--- config.mk ---
export PLATFORM = sky130hd
export DESIGN_NAME = pwr_fail_seq
export DESIGN_NICKNAME = d
export VERILOG_FILES = /design/src/rtl/pfs_pkg.sv /design/src/rtl/pfs_warn_irq.sv /design/src/rtl/pfs_rst_timer.sv /design/src/rtl/pfs_batt_sel.sv /design/src/rtl/pwr_fail_seq.sv
export SDC_FILE = /design/constraint.sdc
export NUM_CORES = 1
export LEC_CHECK = 0
export BUFFER_PORTS_ARGS = -buffer_cell sky130_fd_sc_hd__buf_2
export CAP_MARGIN = 20
export CORE_MARGIN = 2
export CORE_UTILIZATION = 45
export CTS_BUF_LIST = sky130_fd_sc_hd__clkbuf_8
export DETAILED_ROUTE_END_ITERATION = 10
export GPL_TIMING_DRIVEN = 0
export PLACE_DENSITY = 0.75
export SYNTH_ARGS = -nofsm -noshare
export SYNTH_HDL_FRONTEND = slang
export SYNTH_SLANG_ARGS = --single-unit
--- constraint.sdc ---
create_clock -name clk -period 1.6 [get_ports clk]
set_input_delay 0.08 -clock clk [delete_from_list [all_inputs] [get_ports clk]]
set_output_delay 0.08 -clock clk [all_outputs]
set_load 0.05 [all_outputs]
--- src/rtl/pfs_pkg.sv ---
package pfs_pkg;
  // Comparator flags, ordered from the weakest to the strongest droop.
  typedef struct packed {
    logic batt;
    logic min;
    logic warn;
  } supply_flags_t;

  localparam logic [15:0] WARN_VECTOR = 16'h002B;
endpackage

--- src/rtl/pfs_warn_irq.sv ---
module pfs_warn_irq (
  input  logic clk,
  input  logic rst_n,
  input  logic below_warn,
  input  logic int_en,
  input  logic ack,
  output logic irq
);
  logic prev_q;
  logic crossing;

  assign crossing = below_warn & ~prev_q;

  always_ff @(posedge clk or negedge rst_n) begin
    if (!rst_n) begin
      prev_q <= 1'b0;
      irq    <= 1'b0;
    end else begin
      prev_q <= below_warn;
      if (crossing && int_en)
        irq <= 1'b1;
      else if (ack)
        irq <= 1'b0;
    end
  end


  irq_set_chk: assert property (@(posedge clk) disable iff (!rst_n)
    ($past(rst_n) && below_warn && !$past(below_warn) && int_en) |=> irq);


  irq_ack_chk: assert property (@(posedge clk) disable iff (!rst_n)
    ($past(rst_n) && ack && !(below_warn && !$past(below_warn) && int_en)) |=> !irq);


  irq_once_chk: assert property (@(posedge clk) disable iff (!rst_n)
    ($past(rst_n) && !irq && below_warn && $past(below_warn)) |=> !irq);
endmodule

--- src/rtl/pfs_rst_timer.sv ---
module pfs_rst_timer #(
  parameter int DELAY = 21504
) (
  input  logic clk,
  input  logic rst_n,
  input  logic below_min,
  output logic hold_reset
);
  localparam int CNT_W = $clog2(DELAY + 1);
  localparam logic [CNT_W-1:0] LOAD = CNT_W'(DELAY);

  logic [CNT_W-1:0] cnt_q;

  always_ff @(posedge clk or negedge rst_n) begin
    if (!rst_n)
      cnt_q <= LOAD;
    else if (below_min)
      cnt_q <= LOAD;
    else if (cnt_q != '0)
      cnt_q <= cnt_q - 1'b1;
  end

  assign hold_reset = (cnt_q != '0);


  min_reset_chk: assert property (@(posedge clk) disable iff (!rst_n)
    below_min |=> hold_reset);


  release_stays_chk: assert property (@(posedge clk) disable iff (!rst_n)
    (!below_min && !hold_reset) |=> !hold_reset);
endmodule

--- src/rtl/pfs_batt_sel.sv ---
module pfs_batt_sel (
  input  logic clk,
  input  logic rst_n,
  input  logic below_batt,
  output logic batt_sel
);
  always_ff @(posedge clk or negedge rst_n) begin
    if (!rst_n)
      batt_sel <= 1'b0;
    else
      batt_sel <= below_batt;
  end


  batt_follow_chk: assert property (@(posedge clk) disable iff (!rst_n)
    $past(rst_n) |-> (batt_sel == $past(below_batt)));
endmodule

--- src/rtl/pwr_fail_seq.sv ---
module pwr_fail_seq
  import pfs_pkg::*;
#(
  parameter int DELAY  = 21504,
  parameter int NUM_CE = 4,
  parameter int VEC_W  = 16
) (
  input  logic              clk,
  input  logic              rst_n,
  input  logic              below_warn,
  input  logic              below_min,
  input  logic              below_batt,
  input  logic              warn_int_en,
  input  logic              warn_ack,
  input  logic [NUM_CE-1:0] ce_n_in,
  input  logic              rw_n_in,
  output logic              warn_irq,
  output logic [VEC_W-1:0]  warn_vec,
  output logic              cpu_reset,
  output logic [NUM_CE-1:0] ce_n_out,
  output logic              rw_n_out,
  output logic              batt_sel
);
  supply_flags_t flags;

  assign flags = '{batt: below_batt, min: below_min, warn: below_warn};

  pfs_warn_irq u_warn (
    .clk        (clk),
    .rst_n      (rst_n),
    .below_warn (flags.warn),
    .int_en     (warn_int_en),
    .ack        (warn_ack),
    .irq        (warn_irq)
  );

  pfs_rst_timer #(.DELAY(DELAY)) u_timer (
    .clk        (clk),
    .rst_n      (rst_n),
    .below_min  (flags.min),
    .hold_reset (cpu_reset)
  );

  pfs_batt_sel u_batt (
    .clk        (clk),
    .rst_n      (rst_n),
    .below_batt (flags.batt),
    .batt_sel   (batt_sel)
  );

  assign warn_vec = VEC_W'(WARN_VECTOR);

  // Per-lane override: parking a strobe high makes it inactive.
  for (genvar i = 0; i < NUM_CE; i++) begin : g_ce
    assign ce_n_out[i] = ce_n_in[i] | cpu_reset;
  end
  assign rw_n_out = rw_n_in | cpu_reset;


  bus_park_chk: assert property (@(posedge clk) disable iff (!rst_n)
    cpu_reset |-> ((&ce_n_out) && rw_n_out));


  warn_runs_chk: assert property (@(posedge clk) disable iff (!rst_n)
    (below_warn && !below_min && !cpu_reset) |=> !cpu_reset);
endmodule

### Yosys cells after proc, flatten, opt, wreduce, memory -nomap -nowiden

Index checks and enable logic that the tools add are counted.

| word-level totals | value |
|---|---|
| register bits after elaboration | 18 |
| input port bits | 12 |
| logic and storage cells | 20 |

| operators by class | value |
|---|---|
| add/sub/neg operators | 1 |
| multiplexer cells | 4 |
| bitwise logic cells | 7 |
| reduce and logical (&&, ||, !) cells | 4 |

Operators with widths:

| kind | count |
|---|---|
| $mux W15 | 2 |
| $reduce_bool A15 Y1 | 1 |
| $sub A15 B1 Y15 const B | 1 |
| $or A1 B1 Y1 | 5 |
| $reduce_bool A2 Y1 | 2 |
| $mux W1 | 2 |
| $and A1 B1 Y1 | 1 |
| $logic_and A1 B1 Y1 | 1 |
| $not A1 Y1 | 1 |

### Depth between registers and ports, before layout

Gate-level depths: netlist of the first run.

| logic depth | value |
|---|---|
| word-level depth | 4 |
| gate-level depth with buffers | 8 |

### Cells and area by module

Synthesis of the first run repeated with hierarchy kept, for this count alone.

| second synthesis, totals | value |
|---|---|
| cell total of the unflattened synthesis | 121 |
| area, all modules | 1,159.9 µm² |

By module, submodules not included:

| module | instances | cells each | area an instance (µm²) | sequential area each (µm²) |
|---|---|---|---|---|
| pfs_rst_timer | 1 | 92 | 905.9 | 379.1 |
| pwr_fail_seq | 1 | 23 | 158.9 | 0.0 |
| pfs_warn_irq | 1 | 5 | 70.1 | 50.0 |
| pfs_batt_sel | 1 | 1 | 25.0 | 25.0 |

### Least setup slack after synthesis of the first run

Ideal clock, no wire load.

| path | value |
|---|---|
| path type | register to register |
| start | register u_timer.cnt_q[0] |
| end | register u_timer.cnt_q[8] |
| setup time | 0.128 ns |
| arrival | 1.587 ns |
| slack | -0.114 ns |
| cell stages (with the launch flop) | 7 |
| path buffers | 0 |
| clock period less this slack | 1.714 ns |
| cell sequence | dfrtp_1 > inv_1 > ha_1 > nor4b_1 > and4_1 > nor4_1 > mux2_1 |

| between the ends | value |
|---|---|
| word-level cells in the longest chain between the ends | 3 |
| elaborated cells between the ends (all ways) | 5 |

RTL lines:

| what | line | text |
|---|---|---|
| start: declaration | pfs_rst_timer.sv:12 | `logic [CNT_W-1:0] cnt_q;` |
| start signal: assignment | pfs_rst_timer.sv:20 | `cnt_q <= cnt_q - 1'b1;` |
| $sub A15 B1 Y15 | pfs_rst_timer.sv:20 |  |
| $mux W15 | pfs_rst_timer.sv:19 | `else if (cnt_q != '0)` |
| $mux W15 | pfs_rst_timer.sv:17 | `else if (below_min)` |

Parallel ways exist; a longest one is shown, timed or not. The select of a mux whose other input is x is not followed.
A chain may end at the register's enable or synchronous reset.

### Worst setup path in the final report of the first run

| path | value |
|---|---|
| start | register u_timer.cnt_q[9] |
| end | register u_timer.cnt_q[11] |

Same word-level chain as after synthesis.

==> flow_summary_export.csv, run 1 <==
group,metric,value,unit
clock_tree,cts_made_buffers,3,
clock_tree,htreeDepth,1,
sta,worstMarginPinSlew,0.616,ns
pwr,vdd_ir_drop_max,0.000859,V
clock_tree,clk_pin_slew,0.07,ns
synth,yosys.area.top_type,"dfrtp_1",
synth,synth_mux_area_frac,0.0101,
grt,track_usage,0.234,
worst_hold_path,hold_path_class,"input port to flop",
cells_and_area,syn2layout_area_growth,65.2,%
routing,first_pass_iters,4,
cells_and_area,drive_gt1_frac,0.585,
routing,drcViolationCount,0,
cells_and_area,post-route-util,0.763,
synth,synth-adder-area-share,0.0112,
sta,skew,0.00472,ns
synth,synth.top_cell.area_share,0.337,
routing,drtIter0Drc,32,
synth,synth-seq-cells,18,
status,violations,"negative setup slack",
setup_path,required,1.71,ns
sta,finalSetupViolations,18,
synth,synth_top_family_by_area,"simple AND/OR/NAND/NOR gates",
cells_and_area,n_antenna_cell,0,
pwr,powerDensity,995,nW/µm²
synth,synthXorXnorAreaFrac,0.00787,
synth,synth.top_cells.by_area,"dfrtp_1 (34%), buf_4 (11%), dfstp_2 (7.1%), nand2b_1 (3.9%), nor4_4 (3.8%)",
synth,ys_seq_area_frac,0.408,
floorplanning,rows,18,
floorplanning,start_util,0.462,
placed_design,placed_area,1320,µm²
setup_path,r2r_start,"u_timer.cnt_q[9]",
sta,slew_violations,0,
sta,finalHoldViolations,0,
sta,fmax,554,MHz
setup_path,worstPathMaxFanout,7,
clock_tree,cts_num_sinks,18,
cells_and_area,design_area,1840,µm²
sta,min_period_over_period,1.13,
setup_path,worstPathArrival,1.91,ns
routing,wl,3020,µm
status,status,"complete, but fails checks",
synth,syn_inst,119,
sta,fin_crit,1.80,ns
setup_path,cp-start-kind,"flop",
floorplanning,core-area,2410,µm²
placed_design,hpwlAfterDp,1650,µm
sta,layout_setup_ws,-0.204,ns
floorplanning,dieHeight,53.7,µm
floorplanning,die-width,53.7,µm
clock_tree,insertion_delay,0.26,ns
synth,synth_area,1110,µm²
floorplanning,dieArea,2890,µm²
setup_path,cp-startpoint,"u_timer.cnt_q[9]",
clock_tree,cts_tree,"done",
synth,synth_warnings,0,
synth,synth_cell_type_count,40,
clock_tree,cts_root_buf,"clkbuf_8",
placed_design,finalWeightedCongestion,0.850,
synth,synth-compound-area-share,0.118,
flow_run,cap_violations,0,
floorplanning,pin_count,36,
sta,rsz0062_at_grt,"yes",
sta,hold_ws,0.0114,ns
routing,wire_per_inst,14.2,µm
grt,antenna_found_initial,0,
grt,grt_max_degree,19,
routing,drtAntennaViolNets,0,
clock_tree,clock_path_buffers,2,
routing,post_drt_via_cell_ratio,5.08,
pwr,cellLeakagePower,0.830,nW
worst_hold_path,worstHoldStart,"warn_ack",
sta,relSlewSlack,0.589,
synth,synthSimpleGateAreaFrac,0.298,
setup_path,worst-setup-path-type,"flop to flop",
grt,grt_pass1_wl,4720,µm
cells_and_area,layout.nets,197,
grt,grt_pass1_vias,1080,
placed_design,portBuffers,18,
setup_path,endpoint_kind,"flop",
grt,gr-total-overflow,0,
synth,avgSynthCellArea,9.36,µm²
routing,vias,1081,
-- sequential cells by signal, summed over array words and instances, names as in the netlist --
register and count:
u_warn.irq 1, u_batt.batt_sel 1, u_timer.cnt_q 15, u_warn.prev_q 1
-- routing by layer --
| metal | vias up | GRT usage | share of wire |
|---|---|---|---|
| met4 | 0 | 0.0940 | 0.018 |
| met3 | 7 | 0.0278 | 0.040 |
| met2 | 36 | 0.465 | 0.56 |
| met5 | - | 0 | 0 |
| met1 | 517 | 0.242 | 0.38 |
| li1 | 521 | - | - |
-- layout make-up --
type	instances	area, µm²
sequential	18	460
inverter	5	26.3
clock buffer	4	55.1
timing repair buffer	46	375
fill	180	571
multi-input combinational	91	737
tap	30	37.5
buffer	19	148
-- cells in the final DEF, fill, tap and decap left out, types with 2 or more instances in the layout --
| cell type | n |
|---|---|
| nand2b_4 | 5 |
| buf_2 | 12 |
| clkbuf_8 | 4 |
| nor3_1 | 3 |
| nor2_4 | 2 |
| nand2b_1 | 2 |
| dfrtp_2 | 5 |
| a211o_1 | 2 |
| nand3b_1 | 2 |
| nand2_1 | 4 |
| buf_8 | 2 |
| dlygate4sd3_1 | 3 |
| or3_1 | 4 |
| conb_1 | 16 |
| dfstp_2 | 3 |
| nor2_1 | 7 |
| buf_6 | 10 |
| nor3_2 | 2 |
| o21ai_1 | 5 |
| a21oi_1 | 3 |
| nor4_4 | 4 |
| a21oi_2 | 5 |
| nand4_1 | 2 |
| inv_1 | 2 |
| buf_4 | 35 |
| dfrtp_1 | 10 |
| or3_4 | 2 |
| inv_2 | 2 |
-- where the power goes --
part | total [mW] | switching [mW] | leakage, nW | internal, mW
clock network | 0.372 | 0.153 | 0.0288 | 0.219
logic | 0.859 | 0.417 | 0.581 | 0.442
registers | 0.599 | 0.0776 | 0.220 | 0.522
total | 1.83 | 0.647 | 0.830 | 1.18
-- Yosys cell counts (all sizes together) --
cell type,count
o311ai,1
nand4b,1
nand2,4
xor2,1
or2,1
or3b,1
a21oi,8
a211o,2
or3,6
dfrtp,15
dfstp,3
nand3b,2
o22ai,1
nor2,10
and4,1
a211oi,1
nor3,5
buf,18
nor4,4
conb,2
nor4b,1
nor2b,1
nand2b,7
o21ai,6
o31ai,1
inv,5
a31o,1
ha,1
or4,2
mux2,1
nor3b,1
nand3,2
clkbuf,1
nand4,2
-- per-stage QoR --
step                      power [mW]  instances  setup WS [ns]  TNS (ns)
after floorplan                0.978        133        -0.0805    -0.806
after global placement          1.05        181         -0.215     -3.34
after detailed placement        1.06        181         -0.246     -3.89
after CTS                       1.74        214         -0.185     -2.21
after global routing            1.92        213         -0.251     -3.50
final                           1.83        213         -0.204     -2.53
-- timing repair --
item                       in CTS  in global routing
setup endpoints to repair      20                 21
resized for setup              44                 14
cloned                          1                  0
pin swaps                      14                 11
hold endpoints to repair       17                  0
hold buffers                    3                  0
buffers inserted               25                  0
-- cells by family after synthesis --
logic type,after synthesis
compound gates,21
xor+xnor,1
fa+ha+maj,1
buf+inv,24
flops,18
mux,1
other cells,2
simple gates,51
-- final timing paths --
path | endpoint | slack (ns) | cells after the start
worst min register to register | u_warn.irq | 0.43 | 1
worst max-delay path | u_timer.cnt_q[11] | -0.20 | 5
max in group asynchronous | u_timer.cnt_q[10] | 1.00 | 2
worst min-delay path | u_warn.irq | 0.01 | 2
min in group asynchronous | u_timer.cnt_q[7] | 0.27 | 2
worst max register to register | u_timer.cnt_q[11] | -0.20 | 5
-- critical path: stages, from the launching register on --
cell	delay (ns)
dfrtp_2	0.44
or4_4	0.57
nor4_4	0.29
buf_4	0.18
or3_1	0.11
a21oi_1	0.06
Power figures use the tool's default switching activity.
==> run 2, diff against run 1 <==
Settings changed: ABC_AREA set to 1, CORE_UTILIZATION 45 to 48, PLACE_DENSITY 0.75 to 0.78.
==> run 2 against run 1 <==
  * The run still ends with negative setup slack left
  * Clock power shrank 13%
  * Combinational power shrank 28%
  * Via count grew 4.2%
  * Critical path type is now flop to output port
  * Highest routed layer unchanged
  * Largest power group unchanged
==> flow_summary_export.csv, run 2 <==
group,metric,value,unit
floorplanning,pin_count,36,
sta,finalSetupViolations,5,
status,violations,"negative setup slack",
clock_tree,clock_path_buffers,2,
cells_and_area,layout.nets,228,
synth,ys_seq_area_frac,0.377,
floorplanning,core-area,2430,µm²
cells_and_area,layout_commonest_cell,"buf_4",
sta,slew_violations,0,
grt,antenna_found_initial,0,
clock_tree,htreeDepth,1,
cells_and_area,post-route-util,0.680,
grt,grt_max_degree,19,
setup_path,worst-setup-path-type,"flop to output port",
placed_design,pre_cts_ws,-0.0146,ns
cells_and_area,top_register,"u_timer.cnt_q",
pwr,cellLeakagePower,0.908,nW
setup_path,r2r_start,"u_timer.cnt_q[1]",
placed_design,finalWeightedCongestion,0.892,
setup_path,rr_endpoint,"u_timer.cnt_q[6]",
synth,synth.top_cell.area_share,0.312,
synth,synth_most_common_cell,"nand2_1",
cells_and_area,fillers,203,
synth,synth-main-ff-cell,"dfrtp_1",
cells_and_area,design_area,1650,µm²
status,status,"complete, but fails checks",
worst_hold_path,hold_path_class,"input port to flop",
routing,wl,2730,µm
synth,synth_cell_type_count,24,
setup_path,r2r_slack,0.13,ns
routing,post_drt_via_cell_ratio,4.61,
synth,synth_warnings,0,
sta,hold_ws,0.0616,ns
routing,first_pass_iters,4,
synth,synth_area,1200,µm²
setup_path,endpoint_kind,"output port",
setup_path,required,1.52,ns
sta,fmax,608,MHz
clock_tree,cts_tree,"done",
pwr,power,1.50,mW
sta,finalSetupTns,-0.184,ns
grt,track_usage,0.214,
grt,grt_pass1_wl,4390,µm
grt,gr-total-overflow,0,
placed_design,portBuffers,19,
worst_hold_path,worstHoldStart,"below_min",
clock_tree,clk_pin_slew,0.07,ns
routing,wire_per_inst,11.2,µm
cells_and_area,drive_gt1_frac,0.397,
sta,finalHoldViolations,0,
cells_and_area,n_antenna_cell,0,
placed_design,dp.cells,220,
clock_tree,cts_made_buffers,3,
setup_path,worstPathArrival,1.57,ns
synth,synth-seq-cells,18,
sta,fin_crit,1.65,ns
placed_design,hpwlAfterDp,1790,µm
cells_and_area,syn2layout_area_growth,37.2,%
sta,min_period_over_period,1.03,
sta,rsz0062_at_grt,"yes",
routing,vias,1126,
clock_tree,insertion_delay,0.26,ns
setup_path,r2r.worst_path.cells,8,
cells_and_area,largest_reg_flops,15,
pwr,vdd_ir_drop_max,0.000648,V
setup_path,worstPathMaxFanout,7,
synth,syn_inst,157,
floorplanning,start_util,0.495,
synth,synth.top_cells.by_area,"dfrtp_1 (31%), buf_4 (10%), nand2_1 (8.7%), dfstp_2 (6.5%), nand3_1 (5.4%)",
routing,drtIter0Drc,34,
grt,grt_pass1_vias,1008,
synth,synth_edf_count,0,
worst_hold_path,hold_path_end,"u_timer.cnt_q[10]",
clock_tree,cts_num_sinks,18,
flow_run,cap_violations,0,
sta,layout_setup_ws,-0.0452,ns
synth,postSynth.asyncResetShare,1.00,
floorplanning,dieArea,2930,µm²
floorplanning,die-width,54.1,µm
synth,avgSynthCellArea,7.67,µm²
routing,drtAntennaViolNets,0,
synth,yosys.area.top_type,"dfrtp_1",
cells_and_area,final_cells,244,
pwr,powerDensity,907,nW/µm²
cells_and_area,layout_common_cells,"buf_4 (32), nand2_1 (27), inv_1 (16), nor2_1 (16), conb_1 (16)",
placed_design,placed_area,1390,µm²
floorplanning,dieHeight,54.1,µm
synth,synthTopCellsByCount,"nand2_1 (28), inv_1 (17), nor2_1 (17), buf_4 (16), dfrtp_1 (15)",
sta,skew,0.00960,ns
worst_hold_path,hold_depth,3,
setup_path,cp-start-kind,"flop",
floorplanning,rows,18,
routing,drcViolationCount,0,
clock_tree,cts_root_buf,"clkbuf_8",
==> run 2: area by class of cell <==
| class | instances | area (µm²) | area share |
|---|---|---|---|
| plain buffers | 17 | 125 | 0.0757 |
| clock buffers | 3 | 41.3 | 0.0250 |
| clock inverters | 1 | 3.75 | 0.00227 |
| inverters | 19 | 71.3 | 0.0431 |
| multi-input cells | 117 | 633 | 0.383 |
| flip-flops and latches | 18 | 454 | 0.275 |
| well taps | 30 | 37.5 | 0.0227 |
| repair buffers | 39 | 287 | 0.173 |
==> run 2: logic make-up (layout without fill, tap and decap cells) <==
kind of cell    Yosys count  in the layout  synth area share
buf+inv                  36             79             0.163
simple gates             94             94             0.414
other cells               2             16           0.00623
fa+ha+maj                 1              1            0.0104
flops                    18             18             0.377
compound gates            6              6            0.0291
==> run 2: how the worst max path moves through the flow <==
stage,to,depth (start not counted),startpoint,slack [ns]
floorplan,ce_n_out[0],6,u_timer.cnt_q[0],0.01
finish,ce_n_out[2],6,u_timer.cnt_q[8],-0.05
global placement,ce_n_out[0],7,u_timer.cnt_q[0],0.04
detailed placement,ce_n_out[1],7,u_timer.cnt_q[0],-0.01
global route,ce_n_out[3],6,u_timer.cnt_q[8],-0.10
CTS,ce_n_out[1],7,u_timer.cnt_q[1],-0.02
==> run 2: power by group <==
part           total [mW]  switching (mW)  leakage [nW]  internal, mW
combinational       0.618           0.373         0.654         0.245
clock               0.324           0.153        0.0269         0.171
sequential          0.556          0.0491         0.227         0.506
==> run 2: critical path, cell delays in order (launching register included) <==
cell	delay, ns
dfrtp_1	0.43
nor2_2	0.17
nand2_2	0.09
nor2_4	0.15
nand2_4	0.08
or2_1	0.24
buf_6	0.15
==> run 2: routing by layer <==
metal / vias to the layer above / global-route usage / wire length [µm]
met2: 41 / 0.376 / 1370
met1: 509 / 0.261 / 1130
met3: 5 / 0.0250 / 179
met5: - / 0 / 0
met4: 0 / 0.0958 / 57
li1: 571 / - / -
==> run 2: timing repair <==
| item | 4_1_cts | 5_1_grt |
|---|---|---|
| pin swaps | 10 | 5 |
| endpoints found under the hold margin | 18 | 0 |
| buffers inserted | 12 | 4 |
| setup endpoints to repair | 6 | 5 |
| hold buffers | 4 | 0 |
| resized for setup | 16 | 1 |
==> run 3, diff against run 2 <==
--- a/config.mk
+++ b/config.mk
@@ -15,4 +15,5 @@
 export GPL_TIMING_DRIVEN = 0
 export PLACE_DENSITY = 0.78
+export SKIP_LAST_GASP = 1
 export SYNTH_ARGS = -nofsm -noshare
 export SYNTH_HDL_FRONTEND = slang
==> constraint.sdc (replaced) <==
create_clock -name clk -period 1.6 [get_ports clk]
set_input_delay 0.16 -clock clk [delete_from_list [all_inputs] [get_ports clk]]
set_output_delay 0.16 -clock clk [all_outputs]
set_load 0.05 [all_outputs]
==> run 3 against run 2 <==
  * The run still ends with negative setup slack left
  * First-iteration DRC count shrank 5.9%
  * Combinational power is essentially flat
  * Setup slack lost 0.077 ns
  * Die area is the same
  * Critical path type unchanged
  * Critical endpoint unchanged
  * Utilization shrank 0.82 points
  * Cell count shrank 0.82%
  * Register-to-register slack is essentially flat
  * Clock skew shrank 0.00080 ns
  * Count of clock-buffer cells in the layout is the same
  * Hold slack lost 0.037 ns
  * Largest power group unchanged
==> flow_summary_export.csv, run 3 (synthesis gave the netlist of run 2 again) <==
group,metric,value,unit
status,status,"complete, but fails checks",
status,violations,"negative setup slack",
sta,min_period_over_period,1.08,
sta,layout_setup_ws,-0.122,ns
placed_design,dp.cells,220,
sta,finalHoldViolations,0,
pwr,powerDensity,916,nW/µm²
floorplanning,core-area,2430,µm²
cells_and_area,fillers,207,
placed_design,finalWeightedCongestion,0.892,
setup_path,worst-setup-path-type,"flop to output port",
grt,grt_pass1_wl,4390,µm
cells_and_area,final_cells,242,
grt,grt_max_degree,19,
setup_path,cp-start-kind,"flop",
cells_and_area,layout_commonest_cell,"buf_4",
clock_tree,cts_root_buf,"clkbuf_8",
floorplanning,dieArea,2930,µm²
flow_run,cap_violations,0,
cells_and_area,design_area,1630,µm²
clock_tree,htreeDepth,1,
worst_hold_path,hold_path_class,"input port to flop",
cells_and_area,syn2layout_area_growth,35.5,%
routing,post_drt_via_cell_ratio,4.63,
setup_path,slowest_delay,0.42,ns
cells_and_area,drive_gt1_frac,0.401,
placed_design,hpwlAfterDp,1790,µm
setup_path,crit_family,"simple AND/OR/NAND/NOR gates",
clock_tree,cts_tree,"done",
routing,wire_per_inst,11.2,µm
setup_path,endpoint_kind,"output port",
sta,finalSetupViolations,5,
routing,drcViolationCount,0,
pwr,vdd_ir_drop_max,0.000648,V
clock_tree,clock_path_buffers,2,
clock_tree,cts_num_sinks,18,
cells_and_area,top_register,"u_timer.cnt_q",
grt,antenna_found_initial,0,
setup_path,cp_slowest_cell,"dfrtp_1",
placed_design,portBuffers,19,
floorplanning,dieHeight,54.1,µm
setup_path,required,1.44,ns
routing,vias,1120,
cells_and_area,layout.nets,226,
sta,rsz0062_at_grt,"yes",
sta,fin_crit,1.72,ns
routing,drtAntennaViolNets,0,
routing,wl,2720,µm
clock_tree,clk_pin_slew,0.07,ns
floorplanning,die-width,54.1,µm
grt,grt_pass1_vias,999,
sta,skew,0.00881,ns
sta,slew_violations,0,
setup_path,worstPathMaxFanout,7,
clock_tree,cts_made_buffers,3,
setup_path,path_cells,"nor2_2 -> nand2_2 -> nor2_4 -> nand2_4 -> or2_1 -> buf_6",
routing,first_pass_iters,4,
clock_tree,insertion_delay,0.26,ns
setup_path,path_buf_inv,1,
floorplanning,pin_count,36,
cells_and_area,layout_common_cells,"buf_4 (32), nand2_1 (27), inv_1 (16), nor2_1 (16), conb_1 (16)",
placed_design,placed_area,1390,µm²
floorplanning,rows,18,
sta,fmax,581,MHz
cells_and_area,largest_reg_flops,15,
floorplanning,start_util,0.495,
setup_path,worstPathArrival,1.56,ns
pwr,cellLeakagePower,0.900,nW
grt,track_usage,0.214,
cells_and_area,n_antenna_cell,0,
grt,gr-total-overflow,0,
sta,finalSetupTns,-0.573,ns
placed_design,pre_cts_ws,-0.0946,ns
sta,hold_ws,0.0247,ns
routing,drtIter0Drc,32,
==> run 3: cell count changes in the layout (fill, tap and decap cells not counted) <==
| cell | before | now |
|---|---|---|
| dlygate4sd3_1 | 4 | 2 |
==> run 3: path summary, 6_finish.rpt <==
check,depth (start not counted),slack (ns),to,startpoint
worst max-delay path,6,-0.12,ce_n_out[2],u_timer.cnt_q[8]
min in group asynchronous,2,0.35,u_timer.cnt_q[3],rst_n
max in group asynchronous,2,0.91,u_timer.cnt_q[14],rst_n
worst max register to register,8,0.13,u_timer.cnt_q[6],u_timer.cnt_q[1]
worst min-delay path,1,0.02,u_warn.prev_q,below_warn
worst min register to register,2,0.47,u_timer.cnt_q[14],u_timer.cnt_q[14]
==> run 3: area by class of cell <==
class / count / area (µm²) / area share
Clock buffer: 3 / 41.3 / 0.0253
Clock inverter: 1 / 3.75 / 0.00230
Multi-Input combinational cell: 117 / 633 / 0.388
Buffer: 17 / 125 / 0.0766
Inverter: 19 / 71.3 / 0.0437
Tap cell: 30 / 37.5 / 0.0230
Timing Repair Buffer: 37 / 267 / 0.163
Sequential cell: 18 / 454 / 0.278
==> run 3: through the flow <==
step,utilization,total power [mW]
final,0.671,1.50
after global routing,0.671,1.59
after CTS,0.658,1.47
after detailed placement,0.572,1.04
after global placement,0.572,1.03
after floorplan,-,0.960
==> run 3: power by group <==
| part | total (mW) | internal, mW | switching [mW] |
|---|---|---|---|
| sequential | 0.555 | 0.506 | 0.0489 |
| combinational | 0.615 | 0.242 | 0.373 |
| clock | 0.326 | 0.171 | 0.155 |
| total | 1.50 | 0.920 | 0.576 |
==> run 3: layer usage <==
layer  vias up  global-route usage  wire, µm
met2        49               0.372      1330
met5         -                   0         0
li1        566                   -         -
met1       498               0.262      1120
met4         0              0.0958        62
met3         7              0.0278       206
==> run 3: worst reg2reg max path: cells and delay by family, from the launching register on <==
family / cells / cell delay [ns]
flops: 1 / 0.40
buf+inv: 3 / 0.40
simple gates: 4 / 0.39
fa+ha+maj: 1 / 0.17
==> run 3: timing repair <==
action,in CTS,in global routing
gates resized for setup,16,1
buffers inserted,12,4
hold endpoints to repair,16,0
endpoints found under the setup margin,6,6
pin swaps,10,5
hold buffers,2,0
